**src/rtl/adc_serial_port.sv**
```systemverilog
module adc_serial_port #(
  parameter int RES_W     = 12,
  parameter int FRAME_LEN = 16,
  parameter int LEAD      = 4,
  parameter int PD_LO     = 2,
  parameter int PD_HI     = 10,
  parameter int TRACK_AT  = 13
) (
  input  logic             clk,
  input  logic             rst_n,
  input  logic             cs_n,
  input  logic             sclk,
  input  logic [RES_W-1:0] sample,
  output logic             sdo,
  output logic             sdo_oe,
  output logic             track,
  output logic             pd_mode,
  output logic             pwr_good,
  output logic             data_valid
);
  localparam int CW  = $clog2(FRAME_LEN + 1);
  localparam int PAD = FRAME_LEN - LEAD - RES_W;
  localparam logic [CW-1:0] C_END   = CW'(FRAME_LEN);
  localparam logic [CW-1:0] C_LAST  = CW'(FRAME_LEN - 1);
  localparam logic [CW-1:0] C_PDLO  = CW'(PD_LO);
  localparam logic [CW-1:0] C_PDHI  = CW'(PD_HI);
  localparam logic [CW-1:0] C_WAKE  = CW'(PD_HI - 1);
  localparam logic [CW-1:0] C_TRK   = CW'(TRACK_AT);

  logic                 cs_q, sclk_q, act, waking, frame_ok;
  logic [CW-1:0]        cnt;
  logic [FRAME_LEN-1:0] sreg;

  wire cs_fall  = cs_q & ~cs_n;
  wire cs_rise  = ~cs_q & cs_n;
  wire sck_fall = sclk_q & ~sclk;
  wire sck_rise = ~sclk_q & sclk;
  wire done     = (cnt == C_END);
  wire [FRAME_LEN-1:0] load = FRAME_LEN'(sample) << PAD;

  always_ff @(posedge clk) begin
    if (!rst_n) begin
      cs_q     <= 1'b1;
      sclk_q   <= 1'b1;
      act      <= 1'b0;
      waking   <= 1'b0;
      frame_ok <= 1'b0;
      cnt      <= '0;
      sreg     <= '0;
      sdo_oe   <= 1'b0;
      track    <= 1'b1;
      pd_mode  <= 1'b0;
    end else begin
      cs_q   <= cs_n;
      sclk_q <= sclk;
      if (cs_fall) begin
        act      <= 1'b1;
        cnt      <= '0;
        sreg     <= load;
        sdo_oe   <= 1'b1;
        frame_ok <= ~pd_mode;
        waking   <= pd_mode;
        track    <= 1'b0;
      end else if (cs_rise && act) begin
        act    <= 1'b0;
        sdo_oe <= 1'b0;
        waking <= 1'b0;
        if (waking)
          track <= (cnt >= C_PDHI);
        else if (cnt >= C_PDLO && cnt < C_PDHI) begin
          pd_mode <= 1'b1;
          track   <= 1'b0;
        end else
          track <= 1'b1;
      end else if (act && !cs_n) begin
        if (sck_fall && !done) begin
          cnt  <= cnt + 1'b1;
          sreg <= sreg << 1;
          if (cnt == C_LAST) begin
            sdo_oe <= 1'b0;
            waking <= 1'b0;
          end
          if (waking && cnt == C_WAKE)
            pd_mode <= 1'b0;
        end
        if (waking && (sck_fall || sck_rise))
          track <= 1'b1;
        if (sck_rise && cnt >= C_TRK)
          track <= 1'b1;
      end
    end
  end

  assign sdo        = sdo_oe & sreg[FRAME_LEN-1];
  assign pwr_good   = ~pd_mode & ~waking;
  assign data_valid = sdo_oe & frame_ok;
endmodule

```
**config.mk**
```make
export PLATFORM = sky130hd
export DESIGN_NAME = adc_serial_port
export DESIGN_NICKNAME = d
export VERILOG_FILES = /design/src/rtl/adc_serial_port.sv
export SDC_FILE = /design/constraint.sdc
export NUM_CORES = 1
export LEC_CHECK = 0
export BUFFER_PORTS_ARGS = -buffer_cell sky130_fd_sc_hd__buf_2
export CELL_PAD_IN_SITES_DETAIL_PLACEMENT = 1
export CELL_PAD_IN_SITES_GLOBAL_PLACEMENT = 2
export CORE_MARGIN = 2
export CORE_UTILIZATION = 36
export CTS_CLUSTER_SIZE = 25
export DETAILED_ROUTE_END_ITERATION = 8
export HOLD_SLACK_MARGIN = 0.06
export PLACE_DENSITY_LB_ADDON = 0.25
export SKIP_CTS_REPAIR_TIMING = 1
export SLEW_MARGIN = 20
export SYNTH_ARGS = -nofsm -noshare
export SYNTH_HDL_FRONTEND = slang
export SYNTH_SLANG_ARGS = --single-unit
```
**constraint.sdc**
```tcl
create_clock -name clk -period 4.3 [get_ports clk]
set_input_delay 0.43 -clock clk [delete_from_list [all_inputs] [get_ports clk]]
set_output_delay 0.43 -clock clk [all_outputs]
set_load 0.05 [all_outputs]
```
# Yosys cells after proc, flatten, opt, wreduce, memory -nomap -nowiden
# Index checks and enable logic that the tools add are counted.
# Widths: inputs -> output; s select.
[word_totals] memories=0 rom_bits=0 input_bits=16 reg_bits=29 output_inout_bits=6 wordCells=89 ram_bits=0 latchBits=0
[op_classes] n_mul=0 n_shift=0 eq_ne=6 n_bitwise=16 n_reduce_logical=26 mux=25 add_sub_neg=1 n_div=0 n_lt_le_gt_ge=4
[ops] cell="$mux 12" n=4
[ops] cell="$mux 1" n=21
[ops] cell="$reduce_bool 2->1" n=6
[ops] cell="$eq 5x4->1 const B" n=2
[ops] cell="$ge 5x4->1 const B" n=2
[ops] cell="$not 1->1" n=9
[ops] cell="$reduce_and 3->1" n=3
[ops] cell="$reduce_bool 3->1" n=3
[ops] cell="$and 1x1->1" n=7
[ops] cell="$logic_and 1x1->1" n=7
[ops] cell="$reduce_and 6->1" n=1
[ops] cell="$add 5x1->5 const B" n=1
[ops] cell="$eq 5x5->1 const B" n=1
[ops] cell="$ge 5x2->1 const B" n=1
[ops] cell="$lt 5x4->1 const B" n=1
[ops] cell="$ne 2x2->1 const B" n=2
[ops] cell="$reduce_bool 4->1" n=1
[ops] cell="$logic_not 1->1" n=2
[ops] cell="$ne 2x1->1 const B" n=1
[ops] cell="$reduce_and 2->1" n=1
[ops] cell="$reduce_or 2->1" n=1
[ops] cell="$logic_or 1x1->1" n=1

# Depth between registers and ports, before layout
# Gate-level depths: netlist of run 1.
[logic_depth] word_depth=9 ltp_mapped=7 mapped_depth_nobuf=6

# Least setup slack after synthesis of run 1
# OpenSTA, ideal clock, no wires.
[synth_timing] path_kind="reg-to-output" from="register pd_mode" to="output port pwr_good" setup_slack_ns=2.654 t_arrival_ns=1.216 required_time_ns=3.870 n_path_buf=0 path_stages_with_launch=2 path_cell_list="dfxtp_1 > nor2_1"
[synth_via] elab_chain_len=2
[synth_lines] item="from (decl)" line="17" source="output logic pd_mode,"
[synth_lines] item="from (signal assigned)" line="52" source="pd_mode <= 1'b0;"
[synth_lines] item="from (signal assigned)" line="71" source="pd_mode <= 1'b1;"
[synth_lines] item="from (signal assigned)" line="84" source="pd_mode <= 1'b0;"
[synth_lines] item="$not 1->1" line="95" source="assign pwr_good = ~pd_mode & ~waking;"
[synth_lines] item="$and 1x1->1" line="95"
[synth_lines] item="to (decl)" line="18" source="output logic pwr_good,"
# Every way passes these cells.

# Worst setup path in the final report of run 1
[layout_timing] from="register cnt[1]" to="register sreg[4]"
[layout_via] elab_chain_len=5
[layout_lines] item="from (decl)" line="31" source="logic [CW-1:0] cnt;"
[layout_lines] item="from (signal assigned)" line="77" source="cnt <= cnt + 1'b1;"
[layout_lines] item="$eq 5x5->1" line="38" source="wire done = (cnt == C_END);"
[layout_lines] item="$logic_not 1->1" line="76" source="if (sck_fall && !done) begin"
[layout_lines] item="$logic_and 1x1->1" line="76"
[layout_lines] item="$reduce_bool 2->1 (no source line)"
[layout_lines] item="$reduce_and 3->1 (no source line)"
[layout_lines] item="to (signal assigned)" line="59" source="sreg <= load;"
[layout_lines] item="to (signal assigned)" line="78" source="sreg <= sreg << 1;"
[layout_lines] item="to (decl)" line="32" source="logic [FRAME_LEN-1:0] sreg;"
# Every way passes these cells.
# A chain may end at the register's enable or synchronous reset.

==> flow_summary_export.csv, run 1 <==
group,metric,value,unit
global_routing,gr-usage-all-layers,0.152,
drt,detail_route.vias_per_cell,4.98,
final_layout,final_cell_mix,"sky130_fd_sc_hd__dfxtp_1 (29), sky130_fd_sc_hd__buf_2 (21), sky130_fd_sc_hd__mux2i_1 (16)",
sta,rsz0062_at_grt,"no",
synthesis,async_flop_share,0,
floorplan,std_cell_rows,22,
synthesis,syn_area,1390,sq um
global_routing,wire_length_of_the_first_global_routing_pass,4890,microns
setup_path,critical_path.startpoint_type,"register",
synthesis,postSynth.topFlopCell,"sky130_fd_sc_hd__dfxtp_1",
sta,final-max-slew-violation-count,0,
final_layout,multi_input_area,736,sq um
floorplan,die_x,66.2,microns
drt,antenna_left,0,
drt,routed_wire_length_per_instance,13.4,microns
placed_design,dp_hpwl,2070,microns
global_routing,antenna_found_initial,0,
power_and_ir_drop,cellPowerDensity,390,nW/um^2
setup_path,cp-end-kind,"register",
setup_path,endpoint_of_the_most_critical_register_to_register_path,"sreg[4]",
setup_path,reg2regPathDepth,5,
synthesis,synth-edff-count,0,
setup_path,crit_path_start,"cnt[1]",
setup_path,timing_worst_setup_path_type,"reg2reg",
synthesis,postSynthRegisterBits,29,
floorplan,fp.coreArea,3690,sq um
worst_hold_path,min-delay-path-class,"in2reg",
drt,drc,0,
synthesis,synth.yosys.seq_area_share,0.417,
synthesis,yosys.cell_types.count,33,
clocking,cts_htree_levels,2,
placed_design,place_inst,210,
setup_path,worst_r2r_startpoint,"cnt[1]",
floorplan,floorplan.initialDensity,0.377,
final_layout,drive_above_1_share,0.182,
final_layout,areaGrowthSynthToFinish,17.3,%
sta,setup-tns-final,0,ns
drt,wl,2930,microns
final_layout,antennaDiodeCount,0,
sta,setup-violations-final,0,
synthesis,yosysWarnings,0,
final_layout,register_area,581,sq um
final_layout,count_of_fill_cells_added_during_filler_insertion,448,
sta,maximum_clock_skew_at_final_layout,0.00533,ns
final_layout,final_net_count,192,
floorplan,die_height,66.2,microns
synthesis,synthesis.nets,171,
run,max_cap_viol_count,0,
sta,min_period,2.03,ns
sta,final.period_utilization,0.473,
setup_path,worstSetupEndpoint,"sreg[4]",
sta,timing.slew.headroom,0.390,
clocking,root_buffer,"sky130_fd_sc_hd__clkbuf_8",
setup_path,cp.required,4.42,ns
clocking,clock_latency,0.28,ns
floorplan,floorplan.die_area,4380,sq um
sta,tightest_slew,0.914,ns
clocking,tritoncts,"built",
final_layout,finalNonFillerCells,218,
synthesis,avg_inst_size_synth,9.40,sq um
global_routing,grt_max_degree,28,
power_and_ir_drop,ir_worst_vdd,0.203,mV
drt,detailedRoute.firstPassIterationCount,4,
clocking,cts-root-to-sink-buffers,2,
sta,timing.final.hold_violations,0,
global_routing,first_global_vias,1053,
run_status,run_status,"completed",
setup_path,worst_ep_arrival_time,2.16,ns
clocking,cts-buffers-inserted,5,
power_and_ir_drop,power.static_leakage,0.000635,uW
setup_path,crit_fanout,22,
placed_design,gp_congestion,0.804,
synthesis,synthesis.instances,148,
final_layout,layout.cells.most_common,"sky130_fd_sc_hd__dfxtp_1",
clocking,clk_pin_slew_worst_paths,0.06,ns
floorplan,io-pin-count,22,
clocking,clock-sinks,29,
global_routing,globalRoute.totalOverflow,0,
placed_design,portBuffers,21,
drt,dr_total_vias,1086,
drt,drt_iter0_markers,19,
sta,maximum_clock_frequency,492,MHz
setup_path,flop2flop_setup_slack,2.27,ns
## layout make-up
type	instances	area share
clock inverter	1	0.0184
sequential	29	0.356
clock buffer	7	0.0529
timing repair buffer	21	0.0644
inverter	9	0.0207
multi-input combinational	103	0.451
tap	48	0.0368
## worst min-delay path by stage
stage	from	slack [ns]	end	cells past startpoint
after global placement	sreg[15]	0.47	sreg[15]	2
final	sclk	0.37	sclk_q	3
after floorplan	sreg[15]	0.45	sreg[15]	2
after global routing	sclk	0.39	sclk_q	3
after CTS	sclk	0.36	sclk_q	3
after detailed placement	sreg[15]	0.49	sreg[15]	2
## power breakdown
group          internal, uW  total, uW  switching (uW)
combinational          22.4       55.3            33.0
sequential              282        291            8.88
clock                   189        290             101
## stage by stage
step,instance area (sq um),setup slack (ns),util,power (uW),hold slack [ns]
after floorplan,1390,2.65,-,335,0.452
after global placement,1520,2.13,0.411,351,0.472
after detailed placement,1520,2.11,0.411,353,0.486
after CTS,1630,2.21,0.442,644,0.363
after global routing,1630,2.05,0.442,664,0.387
final,1630,2.27,0.442,636,0.368
## cell families (layout without fill, tap and decap cells)
| group | after synthesis | after routing | synth area share |
|---|---|---|---|
| AOI/OAI and AO/OA | 43 | 43 | 0.198 |
| xor gates and xnor gates | 3 | 3 | 0.0189 |
| adders and majority gates | 7 | 7 | 0.0629 |
| buffers and inverters | 16 | 38 | 0.0540 |
| DFF | 29 | 29 | 0.417 |
| muxes | 16 | 16 | 0.115 |
| and+or+nand+nor | 34 | 34 | 0.134 |
## cell usage after synthesis (2+ instances only)
| master | number | share of area |
|---|---|---|
| sky130_fd_sc_hd__nor2_1 | 12 | 0.032 |
| sky130_fd_sc_hd__nand2_1 | 6 | 0.016 |
| sky130_fd_sc_hd__a21oi_1 | 12 | 0.043 |
| sky130_fd_sc_hd__inv_1 | 9 | 0.024 |
| sky130_fd_sc_hd__o21ai_1 | 2 | 0.0072 |
| sky130_fd_sc_hd__dfxtp_1 | 29 | 0.42 |
| sky130_fd_sc_hd__a221o_1 | 2 | 0.014 |
| sky130_fd_sc_hd__a211oi_1 | 3 | 0.016 |
| sky130_fd_sc_hd__a21boi_1 | 3 | 0.016 |
| sky130_fd_sc_hd__o21ai_0 | 14 | 0.050 |
| sky130_fd_sc_hd__xnor2_1 | 3 | 0.019 |
| sky130_fd_sc_hd__nand4_1 | 2 | 0.0090 |
| sky130_fd_sc_hd__and2_1 | 3 | 0.013 |
| sky130_fd_sc_hd__buf_6 | 2 | 0.016 |
| sky130_fd_sc_hd__mux2i_1 | 16 | 0.12 |
| sky130_fd_sc_hd__ha_1 | 7 | 0.063 |
| sky130_fd_sc_hd__nand2b_1 | 3 | 0.013 |
| sky130_fd_sc_hd__clkbuf_1 | 5 | 0.013 |
## per-layer routing
metal	vias to the layer above	wire (microns)	GRT usage
li1	559	-	-
met1	504	1370	0.177
met2	16	1380	0.245
met3	7	131	0.0579
met4	0	55	0.0714
met5	-	0	0
## state kept, by name, summed over array words and instances (netlist names)
signal,flops
act,1
cnt,5
cs_q,1
frame_ok,1
pd_mode,1
sclk_q,1
sdo_oe,1
sreg,16
track,1
waking,1
## critical path, cell delays in order, from the launching register on
cell and delay [ns]:
sky130_fd_sc_hd__dfxtp_1 0.44, sky130_fd_sc_hd__inv_1 0.12, sky130_fd_sc_hd__ha_1 0.24, sky130_fd_sc_hd__a31oi_4 0.71
sky130_fd_sc_hd__mux2i_1 0.27, sky130_fd_sc_hd__a21oi_1 0.09
(Power assumes the default switching activity.)
==> run 2: changes to the inputs <==
- CORE_UTILIZATION: 36 -> 34
- clock period: 4.3 -> 2 ns (I/O delays scaled with it)
==> run 2 against run 1 <==
Against the previous run: hold slack lost 0.22 ns; register-to-register slack lost 1.9 ns; sequential cell count unchanged; wire length up 4.0%; global-route usage shrank 0.73 points; die area rose by 5.5%; largest power group unchanged; critical path depth increased by 1; sequential share of layout area is 0.19 points higher; combinational power increased by 120%; highest routed layer unchanged; core utilization shrank 3.4 points.
==> flow_summary_export.csv, run 2 (synthesis gave the netlist of run 1 again) <==
group,metric,value,unit
global_routing,met1_usage,0.179,
drt,dr_total_vias,1129,
floorplan,die_height,68.0,microns
power_and_ir_drop,clock_power_share,0.377,
power_and_ir_drop,swShare,0.253,
sta,setup-violations-final,0,
floorplan,floorplan.initialDensity,0.350,
sta,worst_setup_slack_final,0.321,ns
setup_path,cp_slowest_stage_delay,0.43,ns
floorplan,fp.coreArea,3970,sq um
sta,min_period,1.68,ns
floorplan,floorplan.die_area,4620,sq um
setup_path,cp.depth,6,
final_layout,drive_above_1_share,0.197,
setup_path,crit_fanout,14,
drt,drt_iter0_markers,23,
global_routing,gr-usage-all-layers,0.145,
final_layout,areaGrowthSynthToFinish,16.6,%
clocking,cts-root-to-sink-buffers,2,
setup_path,critical-path-slowest-cell,"sky130_fd_sc_hd__dfxtp_1",
setup_path,cp-end-kind,"register",
clocking,tritoncts,"built",
setup_path,worstSetupEndpoint,"sreg[9]",
power_and_ir_drop,ir_worst_vdd,0.393,mV
final_layout,largest_register_ff_count,16,
drt,detailedRoute.firstPassIterationCount,4,
sta,maximum_clock_frequency,596,MHz
setup_path,timing_worst_setup_path_type,"reg2reg",
global_routing,global_route.usage.met2,0.237,
setup_path,crit_path_start,"cnt[0]",
floorplan,die_x,68.0,microns
run,max_cap_viol_count,0,
final_layout,max_flop_register,"sreg",
global_routing,grt_max_degree,22,
setup_path,reg2regPathDepth,6,
sta,maximum_clock_skew_at_final_layout,0.00724,ns
sta,final.period_utilization,0.839,
final_layout,antennaDiodeCount,0,
global_routing,antenna_found_initial,0,
setup_path,critical-path-top-delay-family,"flip-flops",
global_routing,grtUsageMet3,0.0395,
drt,routed_wire_length_per_instance,13.7,microns
placed_design,portBuffers,21,
global_routing,wire_length_of_the_first_global_routing_pass,4950,microns
final_layout,final_cell_mix,"sky130_fd_sc_hd__dfxtp_1 (29), sky130_fd_sc_hd__buf_2 (21), sky130_fd_sc_hd__mux2i_1 (16)",
setup_path,worst_ep_arrival_time,1.82,ns
setup_path,worst_r2r_startpoint,"cnt[0]",
sta,tightest_slew,0.462,ns
sta,final-max-slew-violation-count,0,
power_and_ir_drop,p_sw,304,uW
drt,detail_route.vias_per_cell,5.06,
final_layout,layout.cells.most_common,"sky130_fd_sc_hd__dfxtp_1",
sta,setup-tns-final,0,ns
power_and_ir_drop,cellPowerDensity,740,nW/um^2
setup_path,crit_buf_inv,2,
clocking,cts_htree_levels,2,
sta,timing.slew.headroom,0.692,
global_routing,globalRoute.totalOverflow,0,
floorplan,io-pin-count,22,
worst_hold_path,min-delay-path-class,"in2reg",
placed_design,place_worst_setup_slack,0.312,ns
global_routing,global_route.peak_usage_layer,"met2",
setup_path,critical_path.startpoint_type,"register",
power_and_ir_drop,power.sequential.fraction,0.521,
setup_path,cp.required,2.14,ns
setup_path,flop2flop_setup_slack,0.32,ns
power_and_ir_drop,comb_power_share,0.103,
final_layout,reg.largest.list,"sreg: 16 flops, cnt: 5 flops",
power_and_ir_drop,power.static_leakage,0.000637,uW
drt,wl,3050,microns
clocking,clk_pin_slew_worst_paths,0.06,ns
sta,rsz0062_at_grt,"no",
run_status,run_status,"completed",
clocking,clock-sinks,29,
drt,antenna_left,0,
setup_path,endpoint_of_the_most_critical_register_to_register_path,"sreg[9]",
final_layout,final_net_count,195,
clocking,root_buffer,"sky130_fd_sc_hd__clkbuf_8",
setup_path,crit_chain,"inv_1 -> ha_1 -> a31oi_4 -> buf_4 -> mux2i_1 -> a21oi_1",
sta,timing.final.hold_violations,0,
placed_design,gp_congestion,0.823,
power_and_ir_drop,totalPowerFinal,1200,uW
power_and_ir_drop,internal_power,897,uW
clocking,clock_latency,0.27,ns
clocking,cts-buffers-inserted,5,
placed_design,dp_hpwl,2300,microns
drt,drc,0,
global_routing,first_global_vias,1077,
floorplan,std_cell_rows,23,
[run 2: cell count changes in the layout (fill, tap and decap cells not counted), sizes merged]
cell	delta
clkbuf	-1
buf	+3
clkinv	+2
bufinv	-1
[run 2: area by class of cell]
class,instances,area [sq um]
clock inverters,2,10.0
inverters,9,33.8
repair buffers,24,128
clock buffers,6,72.6
multi-input cells,103,736
flip-flops and latches,29,581
fillers,478,2350
well taps,50,62.6
[run 2: worst min path at each step]
| stage | startpoint | endpoint | slack, ns | cells after the start |
|---|---|---|---|---|
| 2_1_floorplan | sclk | sclk_q | 0.30 | 2 |
| 3_5_place_dp | sclk | sclk_q | 0.43 | 3 |
| 4_1_cts | sclk | sclk_q | 0.14 | 3 |
| 6_report | sclk | sclk_q | 0.15 | 3 |
| 5_1_grt | sclk | sclk_q | 0.17 | 3 |
| 3_3_place_gp | sclk | sclk_q | 0.41 | 3 |
[run 2: tightest hold or removal path, cell delays in order]
cell                      delay, ns
sky130_fd_sc_hd__buf_2         0.10
sky130_fd_sc_hd__inv_1         0.06
sky130_fd_sc_hd__nand2_1       0.05
[run 2: layer usage]
metal | share of wire | vias up
li1 | - | 568
met1 | 0.48 | 535
met2 | 0.47 | 20
met3 | 0.038 | 6
met4 | 0.014 | 0
met5 | 0 | -
[run 2: power groups by stage]
stage	clock, uW	sequential [uW]	combinational (uW)
after floorplan	0	643	78.3
after CTS	480	626	126
after detailed placement	0	639	125
after global placement	0	637	120
after global routing	506	628	141
final	452	625	123
[run 2: through the flow]
| step | util | instances | cell area, sq um | hold WS, ns |
|---|---|---|---|---|
| after detailed placement | 0.388 | 215 | 1540 | 0.434 |
| after floorplan | - | 148 | 1390 | 0.300 |
| final | 0.409 | 223 | 1620 | 0.152 |
| after global routing | 0.409 | 223 | 1620 | 0.174 |
| after CTS | 0.409 | 223 | 1620 | 0.141 |
| after global placement | 0.388 | 215 | 1540 | 0.412 |
==> run 3: changes to the inputs <==
- CORE_UTILIZATION: 34 -> 30
- clock period: 2 -> 1.35 ns (I/O delays scaled with it)
==> run 3 against run 2 <==
Against the previous run: the run now ends with negative setup slack left; core utilization is 0.97 points higher; sequential share of layout area fell by 4.0 points; register-to-register slack lost 0.36 ns; first-iteration DRC count grew 52%; cell area up 14%; wire length grew 11%; global-route usage is 0.71 points lower; critical path depth did not move; critical endpoint is now sreg[6].
==> flow_summary_export.csv, run 3 (synthesis gave the netlist of run 1 again) <==
group,metric,value,unit
sta,timing.slew.headroom,0.789,
power_and_ir_drop,p_sw,488,uW
drt,dr_total_vias,1171,
placed_design,place_worst_setup_slack,-0.128,ns
sta,worst_setup_slack_final,-0.0384,ns
clocking,clk_pin_slew_worst_paths,0.07,ns
sta,tightest_slew,0.314,ns
clocking,clock-sinks,29,
setup_path,flop2flop_setup_slack,-0.04,ns
sta,maximum_clock_frequency,720,MHz
power_and_ir_drop,cellPowerDensity,996,nW/um^2
drt,routed_wire_length_per_instance,14.0,microns
power_and_ir_drop,ir_worst_vdd,0.517,mV
setup_path,critical_path.startpoint_type,"register",
clocking,cts_htree_levels,2,
setup_path,cp.required,1.52,ns
drt,wl,3380,microns
clocking,clock_latency,0.28,ns
setup_path,crit_fanout,18,
global_routing,first_global_vias,1146,
run_status,violated_checks,"negative setup slack",
power_and_ir_drop,power.sequential.fraction,0.501,
setup_path,crit_buf_inv,1,
drt,drt_iter0_markers,35,
power_and_ir_drop,totalPowerFinal,1840,uW
setup_path,timing_worst_setup_path_type,"reg2reg",
drt,drc,0,
setup_path,reg2regPathDepth,6,
final_layout,antennaDiodeCount,0,
clocking,cts-root-to-sink-buffers,2,
sta,setup-violations-final,17,
final_layout,reg.largest.list,"sreg: 16 flops, cnt: 5 flops",
clocking,cts-buffers-inserted,5,
sta,whs,0.0934,ns
worst_hold_path,hold_path_depth,3,
power_and_ir_drop,swShare,0.265,
clocking,tritoncts,"built",
power_and_ir_drop,internal_power,1350,uW
global_routing,globalRoute.totalOverflow,0,
power_and_ir_drop,power.static_leakage,0.000717,uW
floorplan,fp.coreArea,4410,sq um
sta,rsz0062_at_grt,"yes",
floorplan,die_x,72.1,microns
final_layout,areaGrowthSynthToFinish,32.7,%
worst_hold_path,worst_hold_path.endpoint,"sclk_q",
power_and_ir_drop,clock_power_share,0.378,
global_routing,antenna_found_initial,0,
placed_design,gp_congestion,0.851,
worst_hold_path,timing.hold.worst.start,"sclk",
final_layout,final_net_count,211,
run_status,run_status,"complete, but fails checks",
floorplan,die_height,72.1,microns
floorplan,io-pin-count,22,
final_layout,finish.utilization,0.418,
global_routing,wire_length_of_the_first_global_routing_pass,5510,microns
floorplan,std_cell_rows,24,
sta,min_period,1.39,ns
sta,final.period_utilization,1.03,
global_routing,gr-usage-all-layers,0.138,
placed_design,portBuffers,21,
drt,detail_route.vias_per_cell,4.86,
final_layout,drive_above_1_share,0.354,
placed_design,dp_hpwl,2470,microns
floorplan,floorplan.initialDensity,0.315,
setup_path,cp_slowest_stage_delay,0.34,ns
clocking,root_buffer,"sky130_fd_sc_hd__clkbuf_8",
final_layout,max_flop_register,"sreg",
final_layout,layout.cells.most_common,"sky130_fd_sc_hd__dfxtp_1",
final_layout,finalNonFillerCells,241,
run,max_cap_viol_count,0,
setup_path,crit_chain,"ha_4 -> nand3b_4 -> a31oi_4 -> buf_12 -> mux2i_1 -> a21oi_1",
drt,antenna_left,0,
power_and_ir_drop,comb_power_share,0.120,
drt,detailedRoute.firstPassIterationCount,4,
setup_path,worst_r2r_startpoint,"sclk_q",
setup_path,worst_ep_arrival_time,1.55,ns
placed_design,place_inst,231,
sta,timing.final.hold_violations,0,
setup_path,cp-end-kind,"register",
setup_path,endpoint_of_the_most_critical_register_to_register_path,"sreg[6]",
worst_hold_path,min-delay-path-class,"in2reg",
setup_path,critical-path-top-delay-family,"flip-flops",
global_routing,grt_max_degree,21,
sta,maximum_clock_skew_at_final_layout,0.00452,ns
final_layout,largest_register_ff_count,16,
setup_path,critical-path-slowest-cell,"sky130_fd_sc_hd__dfxtp_2",
sta,final-max-slew-violation-count,0,
final_layout,final_cell_mix,"sky130_fd_sc_hd__dfxtp_1 (26), sky130_fd_sc_hd__buf_2 (21), sky130_fd_sc_hd__mux2i_1 (16)",
floorplan,floorplan.die_area,5200,sq um
-- run 3: cell count changes in the layout (fill, tap and decap cells not counted), sizes merged --
cell / change
buf: +16
clkbuf: -1
clkinvlp: +1
-- run 3: worst max-delay path by stage --
stage / depth (start not counted) / slack, ns / end / from
2_1_floorplan: 6 / 0.004 / sreg[10] / cnt[0]
3_3_place_gp: 6 / -0.08 / waking / cnt[1]
3_5_place_dp: 6 / -0.13 / cnt[2] / sclk_q
4_1_cts: 6 / -0.13 / cnt[2] / sclk_q
5_1_grt: 6 / -0.11 / sreg[7] / sclk_q
6_report: 6 / -0.04 / sreg[6] / sclk_q
-- run 3: routing by layer --
layer	global-route usage	wire, microns
met3	0.0333	135
met2	0.215	1590
met5	0	0
met4	0.0629	74
met1	0.179	1580
-- run 3: through the flow --
step | cell area, sq um | setup TNS [ns]
detailed placement | 1670 | -1.26
CTS | 1760 | -1.47
floorplan | 1400 | 0
global placement | 1670 | -0.760
finish | 1850 | -0.322
global route | 1850 | -1.73
-- run 3: power groups by stage --
stage	clock, uW	sequential [uW]	combinational, uW
finish	695	922	221
global route	778	928	245
CTS	728	923	211
detailed placement	0	943	210
global placement	0	941	205
floorplan	0	953	116
-- run 3: layout make-up --
type	count	area [sq um]
Timing Repair Buffer	40	272
Inverter	9	33.8
Sequential cell	29	587
Clock inverter	3	17.5
Fill cell	515	2570
Clock buffer	5	68.8
Multi-Input combinational cell	103	803
Tap cell	52	65.1
-- run 3: worst min-delay path: cells and delay by family --
kind	cells	cell delay [ns]
buf+inv	2	0.16
simple gates	1	0.06
